==> src/rtl/lpc_hdr_pkg.sv <==
package lpc_hdr_pkg;

   typedef enum logic [1:0] {
      PH_IDLE  = 2'd0,
      PH_FRAME = 2'd1,
      PH_ADDR  = 2'd2
   } phase_e;

   localparam int unsigned NIBBLE_BITS = 4;

endpackage

==> src/rtl/lpc_hdr_phase.sv <==
module lpc_hdr_phase
   import lpc_hdr_pkg::*;
#(
   parameter int unsigned NIB_W      = 4,
   parameter int unsigned ADDR_NIBS  = 8,
   parameter logic [3:0]  START_CODE = 4'b0000,
   parameter logic [1:0]  MEM_TYPE   = 2'b01
) (
   input  logic             clk,
   input  logic             rst_n,
   input  logic             frame_n,
   input  logic [NIB_W-1:0] nib,
   output logic             accept,
   output logic             reject,
   output logic             foreign,
   output logic             shift_en,
   output logic             last
);

   localparam int unsigned CNT_W = (ADDR_NIBS > 1) ? $clog2(ADDR_NIBS) : 1;
   localparam logic [CNT_W-1:0] CNT_LAST = CNT_W'(ADDR_NIBS - 1);
   localparam int unsigned TYPE_HI = NIB_W - 1;
   localparam int unsigned TYPE_LO = NIB_W - 2;

   phase_e           ph_q, ph_nx;
   logic [NIB_W-1:0] start_q;
   logic [CNT_W-1:0] cnt_q;
   logic             type_phase;
   logic             start_good;
   logic             type_good;

   assign type_phase = (ph_q == PH_FRAME) && frame_n;
   assign start_good = (start_q == START_CODE[NIB_W-1:0]);
   assign type_good  = (nib[TYPE_HI:TYPE_LO] == MEM_TYPE);

   assign accept   = type_phase &&  start_good &&  type_good;
   assign reject   = type_phase &&  start_good && !type_good;
   assign foreign  = type_phase && !start_good;
   assign shift_en = (ph_q == PH_ADDR) && frame_n;
   assign last     = shift_en && (cnt_q == CNT_LAST);

   always_comb begin
      ph_nx = ph_q;
      if (!frame_n) begin
         ph_nx = PH_FRAME;
      end else begin
         unique case (ph_q)
            PH_FRAME: ph_nx = accept ? PH_ADDR : PH_IDLE;
            PH_ADDR:  ph_nx = last ? PH_IDLE : PH_ADDR;
            default:  ph_nx = PH_IDLE;
         endcase
      end
   end

   always_ff @(posedge clk) begin
      if (!rst_n) begin
         ph_q    <= PH_IDLE;
         start_q <= '0;
         cnt_q   <= '0;
      end else begin
         ph_q <= ph_nx;
         if (!frame_n) begin
            start_q <= nib;
         end
         if (accept) begin
            cnt_q <= '0;
         end else if (shift_en) begin
            cnt_q <= cnt_q + 1'b1;
         end
      end
   end

endmodule

==> src/rtl/lpc_hdr_addr.sv <==
module lpc_hdr_addr #(
   parameter int unsigned NIB_W     = 4,
   parameter int unsigned ADDR_W    = 32,
   parameter bit          MSB_FIRST = 1'b1
) (
   input  logic              clk,
   input  logic              rst_n,
   input  logic              accept,
   input  logic              dir_bit,
   input  logic              shift_en,
   input  logic              last,
   input  logic [NIB_W-1:0]  nib,
   output logic              hdr_valid,
   output logic              hdr_write,
   output logic [ADDR_W-1:0] hdr_addr
);

   logic [ADDR_W-1:0] sh_q;
   logic [ADDR_W-1:0] sh_nx;
   logic              dir_q;

   generate
      if (MSB_FIRST) begin : g_msb_first
         assign sh_nx = {sh_q[ADDR_W-NIB_W-1:0], nib};
      end else begin : g_lsb_first
         assign sh_nx = {nib, sh_q[ADDR_W-1:NIB_W]};
      end
   endgenerate

   always_ff @(posedge clk) begin
      if (!rst_n) begin
         sh_q      <= '0;
         dir_q     <= 1'b0;
         hdr_valid <= 1'b0;
         hdr_write <= 1'b0;
         hdr_addr  <= '0;
      end else begin
         hdr_valid <= last;
         if (accept) begin
            dir_q <= dir_bit;
         end
         if (shift_en) begin
            sh_q <= sh_nx;
         end
         if (last) begin
            hdr_addr  <= sh_nx;
            hdr_write <= dir_q;
         end
      end
   end

endmodule

==> src/rtl/lpc_hdr_status.sv <==
module lpc_hdr_status #(
   parameter bit FOREIGN_STICKY = 1'b0
) (
   input  logic clk,
   input  logic rst_n,
   input  logic frame_n,
   input  logic accept,
   input  logic reject,
   input  logic foreign,
   output logic standby,
   output logic foreign_start
);

   always_ff @(posedge clk) begin
      if (!rst_n) begin
         standby <= 1'b0;
      end else if (!frame_n) begin
         standby <= 1'b0;
      end else if (reject) begin
         standby <= 1'b1;
      end
   end

   generate
      if (FOREIGN_STICKY) begin : g_sticky
         always_ff @(posedge clk) begin
            if (!rst_n) begin
               foreign_start <= 1'b0;
            end else if (foreign) begin
               foreign_start <= 1'b1;
            end else if (accept || reject) begin
               foreign_start <= 1'b0;
            end
         end
      end else begin : g_pulse
         always_ff @(posedge clk) begin
            if (!rst_n) begin
               foreign_start <= 1'b0;
            end else begin
               foreign_start <= foreign;
            end
         end
      end
   endgenerate

endmodule

==> src/rtl/lpc_hdr_decoder.sv <==
module lpc_hdr_decoder
   import lpc_hdr_pkg::*;
#(
   parameter int unsigned NIB_W          = 4,
   parameter int unsigned ADDR_W         = 32,
   parameter logic [3:0]  START_CODE     = 4'b0000,
   parameter logic [1:0]  MEM_TYPE       = 2'b01,
   parameter bit          MSB_FIRST      = 1'b1,
   parameter bit          FOREIGN_STICKY = 1'b0
) (
   input  logic              clk,
   input  logic              rst_n,
   input  logic              frame_n,
   input  logic [NIB_W-1:0]  bus_nib,
   output logic              hdr_valid,
   output logic              hdr_write,
   output logic [ADDR_W-1:0] hdr_addr,
   output logic              standby,
   output logic              foreign_start,
   output logic              lad_oe
);

   localparam int unsigned ADDR_NIBS = ADDR_W / NIB_W;
   localparam int unsigned DIR_POS   = NIB_W - 3;

   generate
      if (NIB_W != NIBBLE_BITS) begin : g_bad_nib
         $error("lpc_hdr_decoder: NIB_W must equal the bus nibble width");
      end
      if ((ADDR_W % NIB_W) != 0) begin : g_bad_addr
         $error("lpc_hdr_decoder: ADDR_W must be a whole number of nibbles");
      end
      if (ADDR_NIBS < 2) begin : g_short_addr
         $error("lpc_hdr_decoder: address must span at least two nibbles");
      end
   endgenerate

   logic accept, reject, foreign, shift_en, last;

   lpc_hdr_phase #(
      .NIB_W      (NIB_W),
      .ADDR_NIBS  (ADDR_NIBS),
      .START_CODE (START_CODE),
      .MEM_TYPE   (MEM_TYPE)
   ) u_phase (
      .clk      (clk),
      .rst_n    (rst_n),
      .frame_n  (frame_n),
      .nib      (bus_nib),
      .accept   (accept),
      .reject   (reject),
      .foreign  (foreign),
      .shift_en (shift_en),
      .last     (last)
   );

   lpc_hdr_addr #(
      .NIB_W     (NIB_W),
      .ADDR_W    (ADDR_W),
      .MSB_FIRST (MSB_FIRST)
   ) u_addr (
      .clk       (clk),
      .rst_n     (rst_n),
      .accept    (accept),
      .dir_bit   (bus_nib[DIR_POS]),
      .shift_en  (shift_en),
      .last      (last),
      .nib       (bus_nib),
      .hdr_valid (hdr_valid),
      .hdr_write (hdr_write),
      .hdr_addr  (hdr_addr)
   );

   lpc_hdr_status #(
      .FOREIGN_STICKY (FOREIGN_STICKY)
   ) u_status (
      .clk           (clk),
      .rst_n         (rst_n),
      .frame_n       (frame_n),
      .accept        (accept),
      .reject        (reject),
      .foreign       (foreign),
      .standby       (standby),
      .foreign_start (foreign_start)
   );

   assign lad_oe = 1'b0;

endmodule

==> config.mk <==
export PLATFORM = sky130hd
export DESIGN_NAME = lpc_hdr_decoder
export DESIGN_NICKNAME = d
export VERILOG_FILES = /design/src/rtl/lpc_hdr_pkg.sv /design/src/rtl/lpc_hdr_phase.sv /design/src/rtl/lpc_hdr_addr.sv /design/src/rtl/lpc_hdr_status.sv /design/src/rtl/lpc_hdr_decoder.sv
export SDC_FILE = /design/constraint.sdc
export NUM_CORES = 1
export LEC_CHECK = 0
export BUFFER_PORTS_ARGS = -buffer_cell sky130_fd_sc_hd__buf_2
export CORE_MARGIN = 2
export CORE_UTILIZATION = 30
export DETAILED_ROUTE_END_ITERATION = 6
export PLACE_DENSITY_LB_ADDON = 0.3
export REMOVE_ABC_BUFFERS = 1
export SLEW_MARGIN = 5
export SYNTH_ARGS = -nofsm -noshare
export SYNTH_HDL_FRONTEND = slang
export SYNTH_SLANG_ARGS = --single-unit
==> constraint.sdc <==
create_clock -name clk -period 1.8 [get_ports clk]
set_clock_uncertainty 0.15 [all_clocks]
set_input_delay 0.09 -clock clk [delete_from_list [all_inputs] [get_ports clk]]
set_output_delay 0.09 -clock clk [all_outputs]
set_load 0.02 [all_outputs]
==> results.ini, run 1 <==
[outcome]
outcome=completed

[grt]
grt_pass1_vias=2060
met2_usage_pct=19.2
antenna_found_initial=0
use_met3_pct=3.33
overflow=0
grt_pass1_wl_mm=9.47
grt_busiest_layer=met2
grt_max_degree=39
grtUsageMet1_pct=14.4
grt_usage_pct=11.9

[cts]
cts_tree=yes
htreeDepth=3
max-clock-path-buffers=2
post-cts-setup-buffer-count=0
cts-buffers-inserted=9
root_buffer=clkbuf_8
cts.sinks=74
clock_latency_ns=0.35
clkTransAtPathRegs_ns=0.08

[worst_hold_path]
hold_class=flip-flop to flip-flop
whs_endpoint=u_addr.hdr_addr[25]
whs_path_depth=2
hp-start=u_addr.hdr_addr[25]

[route]
finalWirelength_mm=5.69
routed_via_density=4.51
postRouteAntennaNets=0
drtPass1Iterations=4
vias=2178
drt_iter0_drc=76
wl_per_cell_um=11.8
drcViolationCount=0

[worst_setup_path]
start_kind=flip-flop
end_kind=flip-flop
crit_arrival_ns=1.71
cp_max_fo=22
r2r_slack_ns=0.21
worst_ep_required_time_ns=1.92
reg2reg_to=u_addr.hdr_addr[19]
crit_type=flip-flop to flip-flop
reg2reg_from=u_phase.cnt_q[0]
reg2regPathDepth=6

[placed_design]
place_congestion=0.700
post-place-ws_ns=0.187
place_hpwl_mm=3.66
port_buffers=42

[timing]
hold_slack_ns=0.304
fmax_mhz=630
finalSetupViolCount=0
fin_tns_setup_ns=0
post-route-period-util_pct=88.1
layout_setup_ws_ns=0.214
slew_viol_final=0
rsz0062_at_grt=no
hold_violations=0
min_period_ns=1.59

[floorplanning]
die_x_um=101
std_cell_rows=35
fp.dieH_um=101
core_um2=9200
dieArea_um2=10200
io_pins=44
start_util_pct=30.7

[layout]
final_cell_mix=nand2_1 (129), dfxtp_1 (74), a21boi_0 (48)
mostFrequentLayoutCell=nand2_1
multi_input_comb_area_um2=1210
n_antenna_cell=0
layout-drive-gt1-share_pct=18.8
regArea_um2=1480
fill_cells=967
num-nets-final=379
syn2layout_area_growth_pct=22.1

[synthesis]
synthArstFlopShare_pct=0
synth_top_area_share_pct=52.4
synth-edff-count=0
synth.avg_cell_area_um2=8.75
ys_types=30
yosysSeqAreaShare_pct=52.4
synth_cells=323
synthTopCellsByArea=dfxtp_1 (52%), nand2_1 (17%), a21boi_0 (13%)
ys.flop_type=dfxtp_1
synth_area_um2=2830
synth.largest_area_cell=dfxtp_1
synth.yosys.warnings=0
synth-seq-cells=74

[power]
power_density_nw_per_um2=969
max-vdd-ir-drop_v=0.000464
leakagePower_nw=1.31

[run]
cap_violations=0

-- metal layers --
metal | share of wire, % | up-vias
met5 | 0 | -
met4 | 1.7 | 0
met3 | 4.0 | 10
met2 | 46 | 34
met1 | 49 | 1009
li1 | - | 1125
-- area by class of cell --
cell class | instances | share of cell area [%]
clock buffers | 11 | 4.39
clock inverters | 4 | 2.86
inverters | 2 | 0.217
multi-input cells | 224 | 35.1
flip-flops and latches | 74 | 42.9
well taps | 111 | 4.02
repair buffers | 57 | 10.5
-- kinds of logic after synthesis --
family                   share of synthesized area (%)
AO/OA/AOI/OAI                                     17.9
XOR/XNOR                                         0.310
adder cells (fa/ha/maj)                           1.77
buffers and inverters                             4.74
flip-flops                                        52.4
multiplexers                                      1.42
other                                            0.133
AND/OR/NAND/NOR                                   21.3
-- power by group --
part | switching, mW | internal (mW) | total (mW)
logic | 0.0502 | 0.0512 | 0.101
clock network | 0.602 | 0.992 | 1.59
registers | 0.00549 | 1.64 | 1.65
total | 0.658 | 2.69 | 3.34
-- per-stage QoR --
stage               power [mW]  cell area [um2]  util, %  instances
finish                    3.34             3450     37.5        483
CTS                       3.39             3450     37.5        483
global placement          1.78             3140     34.2        462
floorplan                 1.73             2700        -        300
detailed placement        1.78             3140     34.2        462
global route              3.47             3450     37.5        483
-- what timing repair did --
action | CTS | global route
hold buffers | 6 | 0
gates resized for setup | 0 | 0
endpoints found under the hold margin | 16 | 0
endpoints found under the setup margin | 0 | 0
-- worst max-delay path, stage by stage (launching register included) --
cell and delay [ns]:
dfxtp_1 0.36, ha_1 0.16, ha_1 0.17, and3_1 0.18
buf_4 0.26, nand2_1 0.08, a21boi_0 0.16
-- flip-flops by register name, summed over array words and instances, names as in the netlist, 2 cells and up --
register / cells
u_addr.hdr_addr: 32
u_addr.sh_q: 28
u_phase.cnt_q: 3
u_phase.start_q: 4
u_phase.ph_q: 2
-- worst max-delay path by stage --
stage                      from             endpoint  cells after the start
2_1_floorplan  u_phase.cnt_q[0]   u_addr.hdr_addr[0]                      5
3_3_place_gp   u_phase.cnt_q[0]   u_addr.hdr_addr[1]                      6
3_5_place_dp   u_phase.cnt_q[0]  u_addr.hdr_addr[19]                      6
4_1_cts        u_phase.cnt_q[0]  u_addr.hdr_addr[19]                      6
5_1_grt        u_phase.cnt_q[0]  u_addr.hdr_addr[27]                      6
6_report       u_phase.cnt_q[0]  u_addr.hdr_addr[19]                      6
-- synth_stat cells, types with 2 or more instances --
library cell and instances:
a21oi_1 2, buf_4 3, clkbuf_1 12, a21boi_0 48, inv_1 2, a21boi_1 13, nor2b_1 5, nand2_1 129
and2_1 2, ha_1 4, nor2_1 2, buf_2 5, dfxtp_1 74, mux2i_1 4, buf_6 3
(Power assumes the default switching activity.)
==> run 2: changes to the inputs <==
- SYNTH_HIERARCHICAL: default -> 1
==> run 2 against run 1 <==
Against the previous run: sequential share of layout area is 0.81 points lower; power is 5.1% lower; clock-buffer cell count is 1 lower; global-route usage is 1.4 points lower; clock power is 10% lower; flip-flop and latch count stayed put; first-iteration DRC count is 51% lower; maximum frequency is 4.4% lower.
==> results.ini, run 2 <==
[worst_setup_path]
reg2regPathDepth=6  ; unchanged
reg2reg_to=u_addr/hdr_write
reg2reg_from=u_phase/cnt_q[0]
worst_ep_required_time_ns=1.88  ; -0.04 ns
end_kind=flip-flop
cp_max_fo=12  ; -45%
start_kind=flip-flop
crit_type=flip-flop to flip-flop
r2r_slack_ns=0.14  ; -0.07 ns
crit_arrival_ns=1.73  ; +0.02 ns

[worst_hold_path]
whs_path_depth=2  ; unchanged
hp-start=rst_n
whs_endpoint=u_addr/sh_q[26]
hold_class=input pin to flip-flop

[cts]
post-cts-setup-buffer-count=0  ; unchanged
cts.sinks=74  ; unchanged
clock_latency_ns=0.34  ; about the same
clkTransAtPathRegs_ns=0.08  ; about the same
max-clock-path-buffers=2  ; unchanged
cts-buffers-inserted=9  ; unchanged
root_buffer=clkbuf_8
cts_tree=yes
htreeDepth=3  ; unchanged

[floorplanning]
io_pins=44  ; unchanged
start_util_pct=31.2  ; +0.48 points
core_um2=9330  ; +1.4%
fp.dieH_um=103  ; +1.4%
dieArea_um2=10500  ; +2.9%
die_x_um=103  ; +1.4%
std_cell_rows=35  ; unchanged

[route]
drcViolationCount=0  ; unchanged
wl_per_cell_um=11.6  ; -1.4%
routed_via_density=4.12  ; -8.7%
drt_iter0_drc=37  ; -51%
postRouteAntennaNets=0  ; unchanged
finalWirelength_mm=5.08  ; -11%
vias=1800  ; -17%
drtPass1Iterations=3  ; -1

[synthesis]
synth.yosys.warnings=6  ; +6
ys.flop_type=dfxtp_1
synth-seq-cells=74  ; unchanged
yosysMostFrequentCell=dfxtp_1
synth_top_area_share_pct=50.9  ; -1.5 points
ys_types=26  ; -13%
synth_cells=254  ; -21%
synth.avg_cell_area_um2=11.5  ; +31%
synthArstFlopShare_pct=0  ; unchanged
ys_top_cells_by_count=dfxtp_1 (74), nor2b_1 (69), mux2i_1 (66), clkbuf_1 (6)
synthTopCellsByArea=dfxtp_1 (51%), mux2i_1 (23%), nor2b_1 (15%)
synth.largest_area_cell=dfxtp_1
synth-edff-count=0  ; unchanged
yosysSeqAreaShare_pct=50.9  ; -1.5 points
synth_area_um2=2910  ; +3.0%

[outcome]
outcome=completed

[timing]
finalSetupViolCount=0  ; unchanged
min_period_ns=1.66  ; +0.0723 ns
layout_setup_ws_ns=0.142  ; -0.0723 ns
hold_violations=0  ; unchanged
slew_viol_final=0  ; unchanged
post-route-period-util_pct=92.1  ; +4.0 points
fin_tns_setup_ns=0  ; unchanged
rsz0062_at_grt=no
fmax_mhz=603  ; -4.4%

[grt]
grt_usage_pct=10.4  ; -1.4 points
antenna_found_initial=0  ; unchanged
grt_pass1_vias=1706  ; -17%
grt_max_degree=26  ; -33%
overflow=0  ; unchanged
grt_pass1_wl_mm=8.46  ; -11%

[layout]
num-nets-final=314  ; -17%
final_cells=437  ; -9.5%
top_regs=u_addr/hdr_addr: 32 flops, u_addr/sh_q: 28 flops, u_phase/start_q: 4 flops
final_cell_mix=dfxtp_1 (74), nor2b_1 (69), mux2i_1 (66)
largest_reg_flops=32  ; unchanged
mostFrequentLayoutCell=dfxtp_1
n_antenna_cell=0  ; unchanged
fin_area_um2=3520  ; +1.9%
layout-drive-gt1-share_pct=21.8  ; +2.9 points
fill_cells=948  ; -2.0%
syn2layout_area_growth_pct=20.8
top_register=u_addr/hdr_addr

[power]
max-vdd-ir-drop_v=0.000444  ; -4.4%
leakagePower_nw=1.27  ; -3.1%
power.total_mw=3.17  ; -5.1%
power_density_nw_per_um2=902  ; -6.9%

[placed_design]
place_area_um2=3240  ; +3.0%
post-place-ws_ns=0.113  ; -0.0738 ns
dp_cells=416  ; -10%
place_hpwl_mm=3.39  ; -7.3%
port_buffers=42  ; unchanged
place_congestion=0.654  ; -6.6%

[run]
cap_violations=0  ; unchanged

==> run 2: area by class of cell <==
type                            instances  area, um2  share of cell area (%)
Clock buffer                           10        138                    3.91
Tap cell                              129        161                    4.59
Timing Repair Buffer                   53        359                    10.2
Sequential cell                        74       1480                    42.1
Multi-Input combinational cell        161       1270                    36.2
Clock inverter                          6       90.1                    2.56
Inverter                                4       15.0                   0.427
==> run 2: through the flow <==
stage / utilization [%] / hold WS, ns
CTS: 37.7 / 0.0700
detailed placement: 34.7 / 0.278
finish: 37.7 / 0.0779
global placement: 34.7 / 0.263
floorplan: - / 0.0116
global route: 37.7 / 0.0792
==> run 2: repair_timing <==
action / in CTS / in global routing
resized for setup: 0 / 2
endpoints found under the setup margin: 0 / 15
endpoints found under the hold margin: 16 / 0
hold buffers: 5 / 0
==> run 2: how the worst max path moves through the flow <==
stage,to,cells after the start,from
after floorplan,u_addr/hdr_addr[0],5,u_phase/cnt_q[0]
after global placement,u_addr/hdr_addr[17],6,u_phase/cnt_q[0]
after detailed placement,u_addr/hdr_write,6,u_phase/cnt_q[0]
after CTS,u_addr/hdr_write,6,u_phase/cnt_q[0]
after global routing,u_addr/hdr_addr[30],6,u_phase/ph_q[0]
final,u_addr/hdr_write,6,u_phase/cnt_q[0]
==> run 2: metal layers <==
| metal | global-route usage, % | vias up | part of all wire [%] |
|---|---|---|---|
| li1 | - | 938 | - |
| met1 | 13.6 | 825 | 50 |
| met2 | 15.4 | 31 | 44 |
| met3 | 4.27 | 6 | 5.0 |
| met4 | 4.00 | 0 | 1.6 |
| met5 | 0 | - | 0 |
==> run 2: logic make-up after synthesis <==
logic type,after synthesis,share of synthesized area [%]
buf+inv,19,5.41
other cells,1,0.129
fa+ha+maj,4,1.72
xor+xnor,1,0.301
mux,66,22.7
simple gates,84,17.8
flops,74,50.9
compound gates,5,1.07
==> run 2: where the power goes <==
part | internal, mW | switching, mW | leakage (nW)
Combinational | 0.0525 | 0.0472 | 0.565
Clock | 0.820 | 0.608 | 0.112
Sequential | 1.64 | 0.00404 | 0.597
Total | 2.52 | 0.659 | 1.27
==> run 2: worst max-delay path, cell delays in order, from the launching register on <==
cell and delay (ns):
dfxtp_1 0.37, ha_1 0.17, ha_1 0.16, and3_2 0.23, buf_6 0.20, mux2i_1 0.21
nor2b_1 0.06
==> run 3: changes to the inputs <==
- CELL_PAD_IN_SITES_DETAIL_PLACEMENT: default -> 1
- CELL_PAD_IN_SITES_GLOBAL_PLACEMENT: default -> 1
==> run 3 against run 2 <==
Against the previous run: first-iteration DRC count rose by 32%; final cell count did not move; combinational power barely moved; maximum frequency fell by 0.59%; utilization fell by 0.24 points; critical path depth did not move; critical path type unchanged; largest power group unchanged; highest routed layer unchanged.
==> results.ini, run 3 (synthesized netlist as in run 2, its figures left out) <==
[outcome]
outcome=completed

[route]
wl_per_cell_um=12.4  ; +7.0%
routed_via_density=4.29  ; +4.1%
vias=1873  ; +4.1%
drcViolationCount=0  ; unchanged
drtPass1Iterations=3  ; unchanged
postRouteAntennaNets=0  ; unchanged
drt_iter0_drc=49  ; +32%
finalWirelength_mm=5.44  ; +7.0%

[layout]
final_cells=437  ; unchanged
fin_area_um2=3500  ; -0.64%
mostFrequentLayoutCell=dfxtp_1
n_antenna_cell=0  ; unchanged
fill_cells=1050  ; +11%
num-nets-final=314  ; unchanged
post-route-util_pct=37.5  ; -0.24 points
top_register=u_addr/hdr_addr
syn2layout_area_growth_pct=20.1
multi_input_comb_area_um2=1270  ; unchanged
top_regs=u_addr/hdr_addr: 32 flops, u_addr/sh_q: 28 flops, u_phase/start_q: 4 flops
largest_reg_flops=32  ; unchanged
final_cell_mix=dfxtp_1 (74), nor2b_1 (69), mux2i_1 (66)
layout-drive-gt1-share_pct=21.4  ; -0.32 points
regArea_um2=1480  ; unchanged

[cts]
cts.sinks=74  ; unchanged
cts_tree=yes
root_buffer=clkbuf_8
max-clock-path-buffers=2  ; unchanged
clkTransAtPathRegs_ns=0.08  ; about the same
htreeDepth=3  ; unchanged
post-cts-setup-buffer-count=0  ; unchanged
cts-buffers-inserted=9  ; unchanged
clock_latency_ns=0.34  ; about the same

[floorplanning]
start_util_pct=31.2  ; unchanged
std_cell_rows=35  ; unchanged
io_pins=44  ; unchanged
die_x_um=103  ; unchanged
fp.dieH_um=103  ; unchanged
dieArea_um2=10500  ; unchanged
core_um2=9330  ; unchanged

[power]
leakagePower_nw=1.26  ; -1.1%
max-vdd-ir-drop_v=0.000293  ; -34%
power.total_mw=3.06  ; -3.6%
power_density_nw_per_um2=875  ; -3.0%

[timing]
relSlewSlack_pct=64.4
layout_setup_ws_ns=0.132  ; -0.00992 ns
fmax_mhz=599  ; -0.59%
slew_viol_final=0  ; unchanged
fin_tns_setup_ns=0  ; unchanged
min_period_ns=1.67  ; +0.00992 ns
hold_slack_ns=0.112  ; +0.0340 ns
rsz0062_at_grt=no
finalSetupViolCount=0  ; unchanged
hold_violations=0  ; unchanged
post-route-period-util_pct=92.7  ; +0.55 points
tightestPinTransition_ns=0.534

[placed_design]
post-place-ws_ns=0.0719  ; -0.0411 ns
place_hpwl_mm=3.63  ; +7.0%
port_buffers=42  ; unchanged
place_congestion=0.707  ; +8.2%
dp_cells=416  ; unchanged
place_area_um2=3240  ; unchanged

[worst_setup_path]
crit_type=flip-flop to flip-flop
crit_top_cell=ha_1
start_kind=flip-flop
cp_max_fo=13  ; +1
end_kind=flip-flop
path_cells=ha_1 > ha_1 > and3_2 > buf_6 > mux2i_1 > nor2b_1
path_delay_family=flip-flops
slowest_delay_ns=0.35  ; -0.02 ns
crit_path_top_delay_cell=dfxtp_1
crit_arrival_ns=1.75  ; +0.02 ns
critPathBufInv=1  ; unchanged
worst_ep_required_time_ns=1.88  ; about the same

[grt]
grt_pass1_vias=1849  ; +8.4%
grt_pass1_wl_mm=9.03  ; +6.7%
overflow=0  ; unchanged
grt_max_degree=36  ; +38%
grt_usage_pct=11.2  ; +0.77 points
antenna_found_initial=0  ; unchanged

[worst_hold_path]
hold_class=input pin to flip-flop

[run]
cap_violations=0  ; unchanged

run 3: cell types whose count changed in the layout (fill, tap and decap cells not counted), sizes merged:
cell / delta
clkbuf: +2
clkinv: -2
clkinvlp: +1
bufinv: -1
run 3: path summary, 6_finish.rpt:
| kind | start | end | slack [ns] | cells after the start |
|---|---|---|---|---|
| min | rst_n | u_status/standby | 0.11 | 2 |
| max reg2reg | u_phase/cnt_q[0] | u_addr/hdr_addr[8] | 0.13 | 6 |
| min reg2reg | u_phase/cnt_q[2] | u_phase/cnt_q[2] | 0.32 | 2 |
| max | u_phase/cnt_q[0] | u_addr/hdr_addr[8] | 0.13 | 6 |
run 3: timing repair:
action | CTS | global route
endpoints found under the hold margin | 16 | 0
hold buffers | 5 | 0
setup endpoints to repair | 0 | 28
resized for setup | 0 | 2
run 3: layer usage:
metal	global-route usage (%)	routed length [um]
met4	6.15	96
met1	14.3	2610
met3	3.66	258
met2	16.7	2470
met5	0	0
run 3: layout make-up:
class | count | area share (%)
clock buffer | 12 | 4.44
clock inverter | 4 | 1.43
sequential | 74 | 42.4
timing repair buffer | 53 | 10.3
tap | 129 | 4.62
multi-input combinational | 161 | 36.4
inverter | 4 | 0.429
run 3: report_power, final:
group,leakage [nW],internal (mW),switching [mW]
clock network,0.0986,0.715,0.598
logic,0.565,0.0526,0.0471
registers,0.597,1.64,0.00385
total,1.26,2.41,0.649
